$ cat src/rtl/al_pkg.sv
package al_pkg;

    // Mode encoding is {clr_n, en_n}
    typedef enum logic [1:0] {
        M_DEMUX = 2'b00,
        M_CLEAR = 2'b01,
        M_LATCH = 2'b10,
        M_HOLD  = 2'b11
    } mode_t;

endpackage

$ cat src/rtl/al_mode_decode.sv
module al_mode_decode
    import al_pkg::*;
(
    input  logic  clr_n,
    input  logic  en_n,
    output mode_t mode
);

    always_comb begin
        unique case ({clr_n, en_n})
            2'b00:   mode = M_DEMUX;
            2'b01:   mode = M_CLEAR;
            2'b10:   mode = M_LATCH;
            default: mode = M_HOLD;
        endcase
    end

endmodule

$ cat src/rtl/al_sel_decode.sv
module al_sel_decode #(
    parameter int NCELL = 8,
    parameter int SEL_W = $clog2(NCELL)
) (
    input  logic [SEL_W-1:0] sel,
    output logic [NCELL-1:0] hit
);

    always_comb begin
        for (int i = 0; i < NCELL; i++) begin
            hit[i] = (sel == SEL_W'(i));
        end
    end

endmodule

$ cat src/rtl/al_cell.sv
module al_cell
    import al_pkg::*;
(
    input  logic  clk,
    input  logic  rst,
    input  mode_t mode,
    input  logic  hit,
    input  logic  din,
    output logic  q
);

    // Cell state: CLEARED (q=0) or SET (q=1)
    logic q_nxt;

    always_comb begin
        unique case (mode)
            M_LATCH: q_nxt = hit ? din : q;    // WRITE or KEEP
            M_HOLD:  q_nxt = q;                // KEEP
            M_DEMUX: q_nxt = hit ? din : 1'b0; // WRITE or WIPE
            M_CLEAR: q_nxt = 1'b0;             // WIPE
            default: q_nxt = 1'b0;
        endcase
    end

    always_ff @(posedge clk) begin
        if (rst) q <= 1'b0;
        else     q <= q_nxt;
    end

endmodule

$ cat src/rtl/addr_latch8.sv
module addr_latch8
    import al_pkg::*;
#(
    parameter int NCELL = 8,
    parameter int SEL_W = $clog2(NCELL)
) (
    input  logic             clk,
    input  logic             rst,
    input  logic             din,
    input  logic [SEL_W-1:0] sel,
    input  logic             clr_n,
    input  logic             en_n,
    output logic [NCELL-1:0] drv_n
);

    mode_t            mode;
    logic [NCELL-1:0] hit;
    logic [NCELL-1:0] cells;

    al_mode_decode u_mode (
        .clr_n (clr_n),
        .en_n  (en_n),
        .mode  (mode)
    );

    al_sel_decode #(.NCELL(NCELL), .SEL_W(SEL_W)) u_sel (
        .sel (sel),
        .hit (hit)
    );

    for (genvar g = 0; g < NCELL; g++) begin : g_cell
        al_cell u_cell (
            .clk  (clk),
            .rst  (rst),
            .mode (mode),
            .hit  (hit[g]),
            .din  (din),
            .q    (cells[g])
        );
    end

    always_comb drv_n = ~cells;

endmodule

$ cat config.mk
export PLATFORM = sky130hd
export DESIGN_NAME = addr_latch8
export DESIGN_NICKNAME = d
export VERILOG_FILES = /design/src/rtl/al_pkg.sv /design/src/rtl/al_mode_decode.sv /design/src/rtl/al_sel_decode.sv /design/src/rtl/al_cell.sv /design/src/rtl/addr_latch8.sv
export SDC_FILE = /design/constraint.sdc
export NUM_CORES = 1
export LEC_CHECK = 0
export ABC_AREA = 0
export ABC_CLOCK_PERIOD_IN_PS = 800
export BUFFER_PORTS_ARGS = -buffer_cell sky130_fd_sc_hd__buf_2
export CAP_MARGIN = 20
export CELL_PAD_IN_SITES_DETAIL_PLACEMENT = 1
export CELL_PAD_IN_SITES_GLOBAL_PLACEMENT = 1
export CORE_MARGIN = 10
export CORE_UTILIZATION = 32
export CTS_CLUSTER_DIAMETER = 200
export DETAILED_ROUTE_END_ITERATION = 8
export PLACE_DENSITY_LB_ADDON = 0.1
export SYNTH_ARGS = -nofsm -noshare
export SYNTH_HDL_FRONTEND = slang
export SYNTH_SLANG_ARGS = --single-unit
$ cat constraint.sdc
create_clock -name clk -period 0.8 [get_ports clk]
set_input_delay 0.08 -clock clk [delete_from_list [all_inputs] [get_ports clk]]
set_output_delay 0.08 -clock clk [all_outputs]
set_load 0.01 [all_outputs]
# --- Yosys cells after proc, flatten, opt, wreduce, memory -nomap -nowiden ---
# Cells that the tools add are included.
totals:
  ff_bits: 8
  inputBits: 8
op_classes:
  eq_ne: 20
  muxes: 25
  bitwise: 2
  n_reduce_logical: 11
ops:
  columns: ["op", "n"]
  rows:
  - ["$pmux 1 s3", 8]
  - ["$mux 1", 16]
  - ["$ne 2x1->1 const B", 8]
  - ["$reduce_and 2->1", 8]
  - ["$eq 3x3->1 const B", 4]
  - ["$not 8->8", 1]
  - ["$eq 2x2->1 const B", 3]
  - ["$eq 3x2->1 const B", 2]
  - ["$pmux 2 s3", 1]
  - ["$eq 2x1->1 const B", 2]
  - ["$logic_not 2->1", 2]
  - ["$eq 3x1->1 const B", 1]
  - ["$logic_not 3->1", 1]
  - ["$not 1->1", 1]

# --- Depth between registers and ports, before layout ---
logic_depth:
  ltp_word: 5
  depth_mapped: 3

# --- By module ---
# From an unflattened synthesis, not the netlist that was laid out.
hier_totals:
  cells_unflattened: 58
  hier_area_um2: 452.9
by_module_without_submodules:
  columns: ["mod", "n_inst", "cells_each", "area_per_inst_um2", "seq_area_each_um2"]
  rows:
  - ["al_cell", 8, 5, 43.8, 20.0]
  - ["al_sel_decode", 1, 8, 65.1, 0.0]
  - ["addr_latch8", 1, 8, 30.0, 0.0]
  - ["al_mode_decode", 1, 2, 7.5, 0.0]

# --- Worst setup path after synthesis ---
# No wires, ideal clock.
synth_timing:
  kind: "input to register"
  from: "input sel[1]"
  to: "register g_cell[1].u_cell.q"
  setup_time_ns: 0.072
  arrival_ns: 0.614
  slack_ns: 0.114
  stages: 2
  path_buffers: 0
  path_cell_list: "nor4b_1 > mux2i_1"
synth_between:
  elab_chain_cells: 3
  word_cells_on_any_way: 5
synth_rtl:
  columns: ["item", "line_no", "text"]
  rows:
  - ["start, declared", "addr_latch8.sv:10", "input logic [SEL_W-1:0] sel,"]
  - ["$eq 3x1->1 *", "al_sel_decode.sv:11", "hit[i] = (sel == SEL_W'(i));"]
  - ["$mux 1 or $ne 2x1->1 (tied branches)", null, null]
  - ["$pmux 1 s3 or $reduce_and 2->1 (tied branches)", null, null]
  - ["end signal, assigned", "al_cell.sv:27", "else q <= q_nxt;"]
  - ["end, declared", "al_cell.sv:9", "output logic q"]
# Every way passes the cells marked *; elsewhere a longest branch is shown, timed or not.
# A chain may end at the register's enable or synchronous reset.

# --- Final worst setup path ---
layout_timing:
  from: "register g_cell[3].u_cell.q"
  to: "output drv_n[3]"
layout_between:
  elab_chain_cells: 1
layout_rtl:
  columns: ["item", "line_no", "text"]
  rows:
  - ["start, declared", "al_cell.sv:9", null]
  - ["start signal, assigned", "al_cell.sv:27", null]
  - ["$not 8->8", "addr_latch8.sv:42", "always_comb drv_n = ~cells;"]
  - ["end, declared", "addr_latch8.sv:13", "output logic [NCELL-1:0] drv_n"]
# No other way between the ends.

==> metrics <==
CP required=between 0.7 and 0.8 ns; Mapped Nets=slightly above 50; largest registers=g_cell.u_cell.q: 8 flops; fin crit share=103%; core footprint=1270 um2; crit-path cells=inv_2 > buf_6; Post-Syn Area=around 420 um2; Die Area=3180 um2; most frequent cells after synthesis=dfxtp_1, inv_1, mux2i_1, nand3b_1, nor4b_1; Max VDD drop=just under 0.6 mV; Yosys top cell by area=dfxtp_1; P&R area growth vs syn=51.9%; Final WS setup=-0.0214 ns; Final Non-Filler Cells=81; vias in the first global route=between 400 and 500; Clock Latency Late Sink=0.25 ns; post-route cell area=644 um2; worst hold margin=0.168 ns; Starting Density=33.4%; worst-margin pin slew=0.385 ns; setup_tns=-0.0473 ns; Remaining DRCs=0; compound-cell area share of the yosys netlist=0%; CP Capture Type=output pin; clock tree from TritonCTS=built; Final HPWL DP=908 um; post-synthesis sequential area ratio=between 30% and 40%; Reg clk slew, reported paths=around 0.050 ns; # IOs=16; chip height=56.4 um; Register-to-Register Setup Slack=0.08 ns; placed inst area=about 520 um2; dominant cells by area after synthesis=dfxtp_1, mux2i_1, nand3b_1; Tmin final=0.821 ns; main combinational cell family by area after synthesis=simple AND/OR/NAND/NOR gates; # rows=13; Die W=56.4 um; Ys Warns=0; Final Max Tran Viols=0; Post-synth ARST share=0%; area occupied by registers=approximately 170 um2; via/cell ratio=5.06; Util after Layout=between 50% and 60%; syn avg cell area=9.86 um2; initial antenna violation count=0; Fillers=155; first-pass GRT wire length=approximately 2000 um; Most flops, register=g_cell.u_cell.q; Seq cells post-synth=8; clock sinks=8; post-synthesis adder-cell area fraction=0%; multi-input combinational cell area=231 um2; grt ovf=0; placer congestion estimate=0.689; Syn Inst Count=43; Setup CP Type=flip-flop to output pin; Yosys cell types=12; Global Route Usage Sum=8.00%; Max Cap Viol=0; nets@finish=76; failing checks=setup timing; Top delay family on crit path=flip-flops; Fin. Hold Viols=0; status=complete, but fails checks; largest net degree at the start of global routing=9; TritonRoute pass-1 iters=1; prevailing post-synth register cell=dfxtp_1; drt total wl=approximately 1200 um; setup violators final=6; via count=410; Max FO, Critical Path=2; Detailed Route Iter0 Violations=0; HP Class=input port to flip-flop; CTS Buf Count=3; Final ANT Viol Nets=0; slowest cell on the critical path=dfxtp_2; Highest Clock Rate=1220 MHz; clk_skew=0 ns; Largest register FFs=8; CP startpoint kind=flip-flop; RSZ-0062 raised after global routing=true; Simple-Gate Fraction of Synth Area=34.2%; antenna fix cells=0; top-area cell type share of the netlist area=a little under two fifths; static leakage=roughly 0.26 nW; PortBufs=15; Buf+Inv Stages, Crit Path=2; XOR/XNOR Fraction of Synth Area=0%; Max Buffers Root-to-Sink=2; Inst Count DP=73; Root Driver=clkbuf_4; share of layout cells above drive strength 1=65.2%; number of flops mapped to enable cells by yosys=0; drt wl/cell=around 15 um; slew margin rel.=74.0%; Max stage delay on crit path=0.33 ns; P per Cell Area=1280 nW/um2; worst endpoint data arrival time=0.74 ns; H-tree levels=1; mux contribution to synthesized area=18.9%
-- cells in the final DEF (no fill, tap or decap) --
| cell type | n |
|---|---|
| mux2i_1 | 8 |
| nor4b_2 | 1 |
| nor4_1 | 1 |
| buf_2 | 8 |
| inv_1 | 1 |
| inv_2 | 7 |
| and4bb_2 | 2 |
| dfxtp_2 | 8 |
| nand3b_1 | 8 |
| nand4b_1 | 1 |
| nor4b_1 | 2 |
| buf_4 | 7 |
| buf_6 | 7 |
| clkbuf_4 | 3 |
| nand2b_1 | 1 |
| and4bb_1 | 1 |
-- layer usage --
layer,vias to the layer above,routed length (um),global-route usage [%]
li1,199,-,-
met4,0,31,4.12
met1,193,496,6.87
met3,4,109,4.72
met5,-,0,0
met2,14,546,14.3
-- power breakdown --
part / total, W / switching, W / leakage [nW] / internal [W]
clock network: 0.000301 / 0.000130 / 0.0138 / 0.000171
registers: 0.000410 / 0.00000385 / 0.0686 / 0.000406
logic: 0.000112 / 0.0000545 / 0.173 / 0.0000578
-- area by class of cell --
type,instances,share of cell area (%)
timing repair buffer,22,26.6
sequential,8,26.4
tap,15,2.91
clock buffer,3,3.50
inverter,8,4.66
multi-input combinational,25,35.9
-- logic make-up after synthesis --
group | count (synthesis)
AND/OR/NAND/NOR | 17
buffers and inverters | 10
multiplexers | 8
flip-flops | 8
-- worst min-delay path, cell delays in order --
cell and delay [ns]:
buf_2 0.15, nand3b_1 0.09, mux2i_1 0.06
-- path summary, 6_finish.rpt --
kind	to	from	depth (start not counted)
setup / recovery	drv_n[3]	g_cell[3].u_cell.q	2
hold / removal	g_cell[5].u_cell.q	clr_n	3
setup reg to reg	g_cell[3].u_cell.q	g_cell[3].u_cell.q	3
hold reg to reg	g_cell[4].u_cell.q	g_cell[4].u_cell.q	2
-- repair_timing --
action	4_1_cts	5_1_grt
resized for setup	12	11
buffers inserted	2	3
setup endpoints to repair	8	9
hold buffers	0	0
-- stage by stage --
| step | setup slack, ns | power [W] |
|---|---|---|
| CTS | -0.0263 | 0.000826 |
| floorplan | 0.114 | 0.000463 |
| global placement | -0.183 | 0.000509 |
| global route | -0.0660 | 0.000877 |
| finish | -0.0214 | 0.000823 |
| detailed placement | -0.252 | 0.000515 |
Power figures use the tool's default switching activity.
